## src/rtl/line_irq_unit.sv

```systemverilog
module line_irq_unit #(
  parameter int LINE_W = 13,
  parameter int ADDR_W = 8
) (
  input  logic              clk,
  input  logic              rst_n,
  input  logic [LINE_W-1:0] cur_line,
  input  logic              frame_start,
  input  logic              bus_we,
  input  logic [ADDR_W-1:0] bus_addr,
  input  logic [31:0]       bus_wdata,
  output logic [31:0]       bus_rdata,
  output logic              irq
);
  localparam int NSRC      = 4;
  localparam int FIELD_LSB = 16;
  localparam logic [ADDR_W-1:0] ADDR_STAT = ADDR_W'(32'h5C);
  localparam logic [ADDR_W-1:0] ADDR_CLR  = ADDR_W'(32'h60);
  localparam logic [ADDR_W-1:0] ADDR_MASK = ADDR_W'(32'h68);

  function automatic logic [ADDR_W-1:0] line_addr(input int idx);
    return (idx < 2) ? ADDR_W'(32'h50 + 4 * idx) : ADDR_W'(32'h6C + 4 * (idx - 2));
  endfunction

  logic [NSRC-1:0][LINE_W-1:0] tgt;
  logic [NSRC-1:0] armed, match, hit, status, mask, clr;

  always_comb begin
    for (int i = 0; i < NSRC; i++) match[i] = (cur_line == tgt[i]);
  end

  assign hit = (armed | {NSRC{frame_start}}) & match;
  assign clr = (bus_we && bus_addr == ADDR_CLR) ? bus_wdata[NSRC-1:0] : '0;
  assign irq = |(status & mask);

  always_ff @(posedge clk) begin
    if (!rst_n) begin
      tgt    <= '0;
      armed  <= '0;
      status <= '0;
      mask   <= '0;
    end else begin
      for (int i = 0; i < NSRC; i++)
        if (bus_we && bus_addr == line_addr(i)) tgt[i] <= bus_wdata[FIELD_LSB +: LINE_W];
      if (bus_we && bus_addr == ADDR_MASK) mask <= bus_wdata[NSRC-1:0];
      armed  <= (armed | {NSRC{frame_start}}) & ~match;
      status <= (status & ~clr) | hit;
    end
  end

  always_comb begin
    bus_rdata = '0;
    for (int i = 0; i < NSRC; i++)
      if (bus_addr == line_addr(i)) bus_rdata[FIELD_LSB +: LINE_W] = tgt[i];
    if (bus_addr == ADDR_STAT) bus_rdata[NSRC-1:0] = status;
    if (bus_addr == ADDR_MASK) bus_rdata[NSRC-1:0] = mask;
  end
endmodule


```

## config.mk

```make
export PLATFORM = sky130hd
export DESIGN_NAME = line_irq_unit
export DESIGN_NICKNAME = d
export VERILOG_FILES = /design/src/rtl/line_irq_unit.sv
export SDC_FILE = /design/constraint.sdc
export NUM_CORES = 1
export LEC_CHECK = 0
export BUFFER_PORTS_ARGS = -buffer_cell sky130_fd_sc_hd__buf_2
export CORE_ASPECT_RATIO = 1.5
export CORE_MARGIN = 2
export CORE_UTILIZATION = 55
export CTS_CLUSTER_SIZE = 12
export DETAILED_ROUTE_END_ITERATION = 7
export GPL_ROUTABILITY_DRIVEN = 1
export PLACE_DENSITY = 0.79
export SKIP_CTS_REPAIR_TIMING = 1
export SLEW_MARGIN = 20
export SYNTH_ARGS = -nofsm -noshare
export SYNTH_HDL_FRONTEND = slang
export SYNTH_SLANG_ARGS = --single-unit
```

## constraint.sdc

```tcl
create_clock -name clk -period 2.55 [get_ports clk]
set_clock_uncertainty 0.1 [all_clocks]
set_input_delay 0.1275 -clock clk [delete_from_list [all_inputs] [get_ports clk]]
set_output_delay 0.1275 -clock clk [all_outputs]
set_load 0.01 [all_outputs]
```

==> out/results.tsv, run 1 <==
stage	metric	value	unit
yosys	largest family of logic cells by synthesized area	simple AND/OR/NAND/NOR gates	
placed_design	DP Worst Slack	0.448	ns
yosys	Synth Warn #	0	
pwr	Logic pwr share	0.091	
pwr	Seq pwr share	0.465	
yosys	xor and xnor fraction of the mapped netlist area	0.123	
yosys	number of flops mapped to enable cells by yosys	0	
yosys	Synth area leader	dfxtp_1	
yosys	Synth Area in Compound Gates	0.0924	
floorplanning	Placeable Area	6530	um^2
yosys	Avg Synthesized Cell Area	9.05	um^2
clock_network	Worst-path clk slew	0.07	ns
final_layout	fillers	543	
grt	maximum number of pins on one net before global-route repair	53	
worst_setup_path	nature of the critical path startpoint	input port	
drt	DR vias/cell	5.55	
worst_setup_path	flop-to-flop setup slack	1.07	ns
sta	worst slew pin tran	0.640	ns
drt	final wirelength	9080	um
yosys	Top FF cell, synth	dfxtp_1	
clock_network	Worst-Skew Late Latency	0.34	ns
clock_network	Clock Path Buffers	2	
final_layout	Synth-to-Final Area Change	15.4	%
pwr	switch share	0.231	
yosys	Simple-Gate Fraction of Synth Area	0.206	
worst_setup_path	Crit Path Max Fanout	22	
grt	GR Overflow Total	0	
outcome	status	finished with violations	
drt	drt first pass iters	5	
sta	final setup vio count	0	
final_layout	share of cells above drive strength 1	0.208	
grt	Tot GR Track Use	0.251	
drt	via count	3043	
placed_design	placed cells	518	
pwr	worst vdd ir	402	uV
yosys	Post-synth top cells	64 x dfxtp_1, 44 x mux2i_1, 44 x nor2b_1, 40 x xnor2_1, 33 x nand2_1	
sta	unrepaired setup endpoints after global routing	no	
floorplanning	DIE WIDTH	71.1	um
pwr	final total power	2.16	mW
placed_design	Placement Cell Area	3920	um^2
hold_path	Hold Path Class	input port to flip-flop	
yosys	Synth top area share	0.345	
final_layout	post-route design area	4280	um^2
floorplanning	die height	105	um
sta	crit path time final	2.12	ns
yosys	top-count cell post-synth	dfxtp_1	
grt	initial antenna violation count	0	
yosys	synthesized area	3710	um^2
clock_network	TritonCTS clock tree	yes	
pwr	P_int	1.67	mW
worst_setup_path	CP Data Arrival Time	1.89	ns
drt	Iter 0 DRT Violations	206	
floorplanning	Ports	90	
final_layout	Ant. Diodes	0	
floorplanning	row cnt	36	
drt	Routed WL per cell	16.6	um
final_layout	Final Net Count	524	
worst_setup_path	critical path class	input port to output port	
placed_design	number of buffers added on ports	59	
worst_setup_path	Worst Setup End Kind	output port	
yosys	Synth Area in Adders	0	
yosys	asr flop ratio synth	0	
sta	Slew Limit Fails	0	
worst_setup_path	WP data required	2.32	ns
grt	first-pass GRT wire length	14500	um
pwr	clock share of power	0.444	
placed_design	GPL Wtd Cong	0.860	
sta	final worst slack	0.431	ns
pwr	cell leakage power	1.83	nW
sta	WHS	-0.0256	ns
placed_design	Post-DP HPWL	6380	um
drt	drt drc	0	
sta	period utilisation layout	0.831	
yosys	synth unique cells	40	
final_layout	post-route insts no fill	548	
floorplanning	Starting Density	0.568	
sta	Max Freq	0.472	GHz
yosys	register area share after synthesis	0.345	
pwr	Switch Pwr	0.499	mW
sta	Fin. Hold Viols	3	
pwr	pwr dens	505	nW/um^2
yosys	Synth Register Bits	64	
yosys	largest cells by area after synthesis	dfxtp_1 35%, mux2i_1 12%, xnor2_1 9.4%	
clock_network	CTS root buf	clkbuf_8	
grt	vias in the first global route	2914	
floorplanning	die area	7430	um^2
sta	TNS Setup	0	ns
clock_network	# H-tree levels	3	
run	max_cap viols	0	
drt	post-route ant nets	0	
clock_network	CTS Buf Count	9	
sta	Rel. slew slack	0.574	
yosys	Gate Count Post-Synth	410	
yosys	multiplexer area fraction after synthesis	0.155	
outcome	failing checks	negative hold slack	
clock_network	clk sink count	64	
cell usage in the layout, fill, tap and decap left out, types with 6 or more instances in the layout:
cell	count
dfxtp_1	64
buf_2	59
nor2b_1	44
mux2i_1	44
xnor2_1	40
nand2_1	33
nor2_1	31
conb_1	15
dlygate4sd3_1	14
a21boi_0	13
mux2_2	12
a221oi_1	12
xor2_1	12
nand4_1	12
clkbuf_8	10
buf_4	7
nor3_1	6
sequential cells by signal (all words and copies together), names as in the netlist:
| signal | cells |
|---|---|
| armed | 4 |
| mask | 4 |
| status | 4 |
| tgt | 52 |
critical path: stages:
cell	delay, ns
buf_2	0.40
and4bb_2	0.34
and2_1	0.50
a221oi_1	0.18
nor2_1	0.18
buf_2	0.15
cell families after synthesis:
logic type / after synthesis
flops: 64
xor+xnor: 52
buf+inv: 49
other cells: 1
simple gates: 144
compound gates: 44
mux: 56
layer usage:
layer | vias up | part of all wire | GRT usage
met5 | - | 0 | 0
met4 | 0 | 0.035 | 0.106
met3 | 17 | 0.056 | 0.0550
met2 | 116 | 0.52 | 0.425
met1 | 1423 | 0.39 | 0.304
li1 | 1487 | - | -
final timing paths:
path	depth (start not counted)	endpoint	startpoint
max reg2reg	4	armed[2]$_SDFF_PN0_	tgt[30]$_SDFFE_PN0P_
min	3	mask[3]$_SDFFE_PN0P_	bus_wdata[3]
max	6	bus_rdata[24]	bus_addr[2]
min reg2reg	2	tgt[37]$_SDFFE_PN0P_	tgt[37]$_SDFFE_PN0P_
layout make-up:
class,count,area (um^2),area share
well taps,76,95.1,0.0222
clock buffers,10,138,0.0321
clock inverters,6,82.6,0.0193
multi-input cells,311,2190,0.512
flip-flops and latches,64,1280,0.299
repair buffers,80,488,0.114
inverters,1,3.75,0.000876
power by group through the flow:
| stage | clock network [mW] | registers [mW] | logic, mW |
|---|---|---|---|
| 6_report | 0.961 | 1.01 | 0.196 |
| 5_1_grt | 1.03 | 1.01 | 0.213 |
| 4_1_cts | 0.979 | 1.01 | 0.178 |
| 3_5_place_dp | 0 | 1.03 | 0.177 |
| 3_3_place_gp | 0 | 1.03 | 0.175 |
| 2_1_floorplan | 0 | 1.03 | 0.130 |
through the flow:
step	util	hold WS, ns
2_1_floorplan	-	0.175
3_3_place_gp	0.601	0.305
3_5_place_dp	0.601	0.317
4_1_cts	0.634	-0.0452
5_1_grt	0.656	0.0102
6_report	0.656	-0.0256
No activity file was read; power rests on OpenSTA's default activity.
==> run 2: changes to the inputs <==
Settings changed: CORE_UTILIZATION 55 to 54, PLACE_DENSITY 0.79 to 0.77.
Clock period 2.55 ns to 1.97 ns, I/O delays scaled along.
==> run 2 against run 1 <==
Net effect: the run now ends clean; critical endpoint is now bus_rdata[25]; clock power decreased by 1%; largest power group unchanged; critical path type unchanged; critical path depth increased by 2; sequential power increased by 29%; non-clock buffer count increased by 7; combinational power increased by 34%.
==> out/results.tsv, run 2 (synthesis results as in run 1) <==
stage	metric	value	unit
outcome	status	completed	
drt	Iter 0 DRT Violations	150	
final_layout	Final Net Count	531	
grt	vias in the first global route	2994	
worst_setup_path	Largest delay share family, worst path	simple AND/OR/NAND/NOR gates	
final_layout	post-route insts no fill	555	
sta	TNS Setup	0	ns
final_layout	utilization after layout	0.636	
worst_setup_path	critical path class	input port to output port	
clock_network	# H-tree levels	3	
grt	GR Overflow Total	0	
final_layout	Ant. Diodes	0	
final_layout	Synth-to-Final Area Change	15.8	%
floorplanning	Starting Density	0.549	
sta	Slew Limit Fails	0	
grt	Tot GR Track Use	0.252	
floorplanning	die height	106	um
worst_setup_path	Worst Setup End Kind	output port	
placed_design	number of buffers added on ports	59	
final_layout	Largest register FFs	52	
sta	crit path time final	1.88	ns
drt	final wirelength	9210	um
floorplanning	Ports	90	
sta	unrepaired setup endpoints after global routing	no	
grt	maximum number of pins on one net before global-route repair	53	
clock_network	Worst-Skew Late Latency	0.35	ns
placed_design	GPL Wtd Cong	0.895	
sta	Max Freq	0.531	GHz
final_layout	Multi-input gate area	2200	um^2
final_layout	share of cells above drive strength 1	0.205	
sta	Fin. Hold Viols	0	
grt	initial antenna violation count	0	
worst_setup_path	CP peak stage delay	0.47	ns
drt	DR vias/cell	5.61	
worst_setup_path	cell at the slowest stage of the critical path	or3_1	
drt	post-route ant nets	0	
worst_setup_path	nature of the critical path startpoint	input port	
pwr	pwr dens	586	nW/um^2
placed_design	placed cells	524	
floorplanning	DIE WIDTH	71.7	um
floorplanning	row cnt	37	
floorplanning	die area	7560	um^2
drt	drt first pass iters	4	
drt	via count	3114	
worst_setup_path	worst-path cell chain	buf_2 -> or3_1 -> buf_4 -> nor3_1 -> buf_4 -> a221oi_1 -> nor2_1 -> buf_2	
final_layout	FF/Latch Area	1280	um^2
sta	final setup vio count	0	
run	max_cap viols	0	
final_layout	commonest non-fill, non-tap cells in the layout	64 x dfxtp_1, 59 x buf_2, 44 x nor2b_1, 44 x mux2i_1, 40 x xnor2_1	
worst_setup_path	WP data required	1.77	ns
worst_setup_path	Crit Path Max Fanout	13	
pwr	cell leakage power	1.83	nW
final_layout	Reg with most FFs	tgt	
final_layout	commonest non-fill, non-tap cell in the layout	dfxtp_1	
grt	first-pass GRT wire length	14500	um
hold_path	Hold Path Class	input port to flip-flop	
placed_design	Post-DP HPWL	6500	um
clock_network	Worst-path clk slew	0.07	ns
clock_network	CTS root buf	clkbuf_8	
drt	drt drc	0	
worst_setup_path	CP bufs+invs	4	
final_layout	fillers	574	
clock_network	TritonCTS clock tree	yes	
drt	Routed WL per cell	16.6	um
clock_network	CTS Buf Count	9	
pwr	worst vdd ir	585	uV
sta	period utilisation layout	0.955	
clock_network	clk sink count	64	
clock_network	Clock Path Buffers	2	
worst_setup_path	CP Data Arrival Time	1.68	ns
floorplanning	Placeable Area	6760	um^2
## run 2: cell types whose count changed in the layout (fill, tap and decap cells not counted), sizes merged
cell         before  now
clkinv            3    1
bufinv            2    0
clkinvlp          1    0
buf              66   70
clkbuf           10   13
dlygate4sd3      14   17
## run 2: where the power goes
group | internal (mW) | switching, mW
Clock | 0.476 | 0.475
Sequential | 1.30 | 0.00264
Combinational | 0.123 | 0.140
## run 2: cell type report
type	instances	area share
multi-input combinational	311	0.512
sequential	64	0.298
timing repair buffer	87	0.130
clock buffer	13	0.0347
tap	78	0.0227
clock inverter	1	0.00116
inverter	1	0.000874
## run 2: path summary, 6_finish.rpt
kind                           to  slack (ns)                  from  cells after the start
max reg2reg  status[2]$_SDFF_PN0_        0.54  tgt[30]$_SDFFE_PN0P_                      4
min          mask[2]$_SDFFE_PN0P_      0.0003                 rst_n                      2
max                 bus_rdata[25]        0.09           bus_addr[1]                      8
min reg2reg  tgt[32]$_SDFFE_PN0P_        0.39  tgt[32]$_SDFFE_PN0P_                      2
## run 2: metrics by stage
step / hold WS, ns / instance area [um^2] / setup slack (ns) / total power [mW]
floorplan: 0.146 / 3760 / 0.220 / 1.50
detailed placement: 0.291 / 3970 / 0.0546 / 1.57
global route: 0.0133 / 4300 / 0.00827 / 2.61
finish: 0.000300 / 4300 / 0.0877 / 2.52
CTS: -0.0796 / 4120 / 0.0449 / 2.50
global placement: 0.276 / 3970 / 0.0758 / 1.56
## run 2: layer usage
metal  GRT usage  part of all wire  vias up
met2       0.432              0.52       96
met5           0                 0        -
met1       0.283              0.40     1492
met4       0.142             0.036        0
met3      0.0516             0.046       23
li1            -                 -     1503
## run 2: worst register-to-register path, delay by kind of cell (launching register included)
family,cells,cell delay [ns]
AOI/OAI and AO/OA,1,0.19
xor gates and xnor gates,1,0.23
DFF,1,0.33
and+or+nand+nor,2,0.54
==> run 3: changes to the inputs <==
Settings changed: ABC_AREA set to 1.
==> run 3 against run 2 <==
Net effect: first-iteration DRC count increased by 95%; critical path type unchanged; register-to-register slack improved by 0.14 ns; total power increased by 15%; design area grew 6.9%; die area rose by 4.4%; clock-buffer cell count fell by 2; largest cell class unchanged; critical endpoint is now bus_rdata[20]; sequential share of layout area decreased by 1.9 points; critical path depth stayed put.
==> out/results.tsv, run 3 <==
stage	metric	value	unit
yosys	Post-synth top cells	219 x nand2_1, 122 x nor2_1, 76 x inv_1, 64 x dfxtp_1, 43 x nand3_1	
pwr	pwr dens	629	nW/um^2
placed_design	DP Worst Slack	0.394	ns
worst_setup_path	Crit Path Max Fanout	11	
drt	final wirelength	10900	um
worst_setup_path	flop-to-flop setup slack	0.68	ns
final_layout	Reg with most FFs	tgt	
drt	via count	4211	
worst_setup_path	CP bufs+invs	3	
pwr	worst vdd ir	546	uV
pwr	Seq pwr share	0.451	
pwr	clock share of power	0.450	
yosys	top-count cell post-synth	nand2_1	
sta	period utilisation layout	0.822	
clock_network	CTS root buf	clkbuf_8	
placed_design	GPL Wtd Cong	0.923	
worst_setup_path	CP dominant cell by count	buf_2	
drt	DR vias/cell	5.16	
sta	worst slew pin tran	0.507	ns
yosys	largest cells by area after synthesis	dfxtp_1 33%, nand2_1 21%, nor2_1 12%	
sta	Slew Limit Fails	0	
floorplanning	die height	108	um
yosys	synthesized area	3880	um^2
worst_setup_path	Largest delay share family, worst path	simple AND/OR/NAND/NOR gates	
floorplanning	row cnt	37	
final_layout	commonest non-fill, non-tap cell in the layout	nand2_1	
final_layout	Synth-to-Final Area Change	18.3	%
worst_setup_path	Worst R2R Start	tgt[33]$_SDFFE_PN0P_	
pwr	Logic pwr share	0.098	
clock_network	Worst-path clk slew	0.07	ns
drt	Iter 0 DRT Violations	292	
clock_network	TritonCTS clock tree	yes	
floorplanning	Starting Density	0.563	
yosys	number of flops mapped to enable cells by yosys	0	
outcome	status	completed	
grt	Tot GR Track Use	0.287	
drt	drt drc	0	
worst_setup_path	CP peak stage delay	0.30	ns
sta	final setup vio count	0	
worst_setup_path	Reg2Reg Capture Point	status[2]$_SDFF_PN0_	
worst_setup_path	CP Data Arrival Time	1.42	ns
drt	post-route ant nets	0	
hold_path	Worst Hold Depth	3	
floorplanning	Ports	90	
hold_path	Hold Path Class	input port to flip-flop	
yosys	synth unique cells	24	
grt	vias in the first global route	3832	
sta	crit path time final	1.62	ns
final_layout	Final Net Count	790	
grt	initial antenna violation count	0	
clock_network	Clock Path Buffers	2	
grt	first-pass GRT wire length	17500	um
sta	Rel. slew slack	0.662	
worst_setup_path	cell at the slowest stage of the critical path	nor2_4	
worst_setup_path	worst-path cell chain	buf_2 -> nor2_1 -> nand3_1 -> nor2_4 -> buf_4 -> nand2_1 -> nand4_1 -> buf_2	
clock_network	CTS Buf Count	9	
placed_design	Post-DP HPWL	7620	um
pwr	P_int	2.19	mW
clock_network	clk sink count	64	
yosys	Synth Register Bits	64	
yosys	Top FF cell, synth	dfxtp_1	
hold_path	worst hold endpoint	armed[3]$_SDFF_PN0_	
final_layout	utilization after layout	0.666	
drt	Routed WL per cell	13.4	um
worst_setup_path	Worst Setup End Kind	output port	
final_layout	post-route insts no fill	816	
floorplanning	Placeable Area	6900	um^2
worst_setup_path	nature of the critical path startpoint	input port	
hold_path	Hold Path Origin	frame_start	
grt	maximum number of pins on one net before global-route repair	27	
worst_setup_path	worst reg2reg path depth	8	
final_layout	Ant. Diodes	0	
clock_network	# H-tree levels	3	
sta	final worst slack	0.350	ns
final_layout	share of cells above drive strength 1	0.134	
final_layout	Largest register FFs	52	
yosys	register area share after synthesis	0.330	
yosys	Synth area leader	dfxtp_1	
yosys	asr flop ratio synth	0	
run	max_cap viols	0	
placed_design	number of buffers added on ports	59	
drt	drt first pass iters	6	
worst_setup_path	critical path class	input port to output port	
final_layout	commonest non-fill, non-tap cells in the layout	219 x nand2_1, 122 x nor2_1, 76 x inv_1	
yosys	Synth Warn #	0	
sta	Max Freq	0.617	GHz
sta	TNS Setup	0	ns
pwr	cell leakage power	2.25	nW
yosys	Synth top area share	0.330	
pwr	Switch Pwr	0.703	mW
clock_network	Worst-Skew Late Latency	0.34	ns
yosys	Avg Synthesized Cell Area	5.90	um^2
floorplanning	die area	7900	um^2
sta	unrepaired setup endpoints after global routing	no	
floorplanning	DIE WIDTH	73.2	um
placed_design	placed cells	783	
sta	WHS	0.0272	ns
yosys	Gate Count Post-Synth	658	
worst_setup_path	WP data required	1.77	ns
grt	GR Overflow Total	0	
sta	Fin. Hold Viols	0	
pwr	switch share	0.243	
## run 3: changes by cell type in the layout (fill, tap and decap cells not counted), sizes merged, moves of 28 or more
cell / previous run / this run
nand2: 33 / 220
nor2: 31 / 125
inv: 1 / 79
mux2i: 44 / 0
nor2b: 44 / 0
nand3: 1 / 44
o21ai: 4 / 32
xnor2: 40 / 12
## run 3: metal layers
layer	up-vias	GRT usage	routed length (um)
li1	2138	-	-
met2	162	0.471	5270
met3	32	0.0431	794
met1	1879	0.362	4480
met4	0	0.131	368
met5	-	0	0
## run 3: cell type report
type | instances | area, um^2
timing repair buffer | 89 | 563
inverter | 79 | 297
sequential | 64 | 1280
fill | 641 | 2310
clock inverter | 5 | 78.8
multi-input combinational | 490 | 2120
clock buffer | 11 | 151
tap | 78 | 97.6
## run 3: cell families (layout without fill, tap and decap cells)
kind of cell | count (synthesis) | count (layout) | synth area share
other | 1 | 15 | 0.000966
buffers and inverters | 118 | 184 | 0.136
AND/OR/NAND/NOR | 409 | 409 | 0.435
AO/OA/AOI/OAI | 54 | 54 | 0.0709
flip-flops | 64 | 64 | 0.330
XOR/XNOR | 12 | 12 | 0.0271
## run 3: worst max path at each step
stage / startpoint / to / slack [ns] / cells past startpoint
detailed placement: bus_addr[1] / bus_rdata[20] / 0.39 / 8
CTS: bus_addr[1] / bus_rdata[20] / 0.39 / 8
finish: bus_addr[1] / bus_rdata[20] / 0.35 / 8
floorplan: bus_addr[1] / bus_rdata[17] / 0.78 / 6
global placement: bus_addr[1] / bus_rdata[20] / 0.41 / 8
global route: bus_addr[7] / bus_rdata[19] / 0.24 / 10
## run 3: tightest hold or removal path, stage by stage
cell     delay (ns)
buf_2          0.11
o21ai_0        0.11
a21oi_1        0.11
## run 3: per-stage QoR
stage | cell area [um^2] | power (mW)
floorplan | 3930 | 1.50
global placement | 4190 | 1.58
detailed placement | 4190 | 1.59
CTS | 4420 | 2.88
global route | 4590 | 2.99
finish | 4590 | 2.89
## run 3: power groups by stage
stage | logic (mW) | registers [mW] | clock network, mW
3_5_place_dp | 0.251 | 1.33 | 0
6_report | 0.284 | 1.30 | 1.30
2_1_floorplan | 0.166 | 1.33 | 0
4_1_cts | 0.253 | 1.30 | 1.32
5_1_grt | 0.315 | 1.30 | 1.37
3_3_place_gp | 0.247 | 1.33 | 0
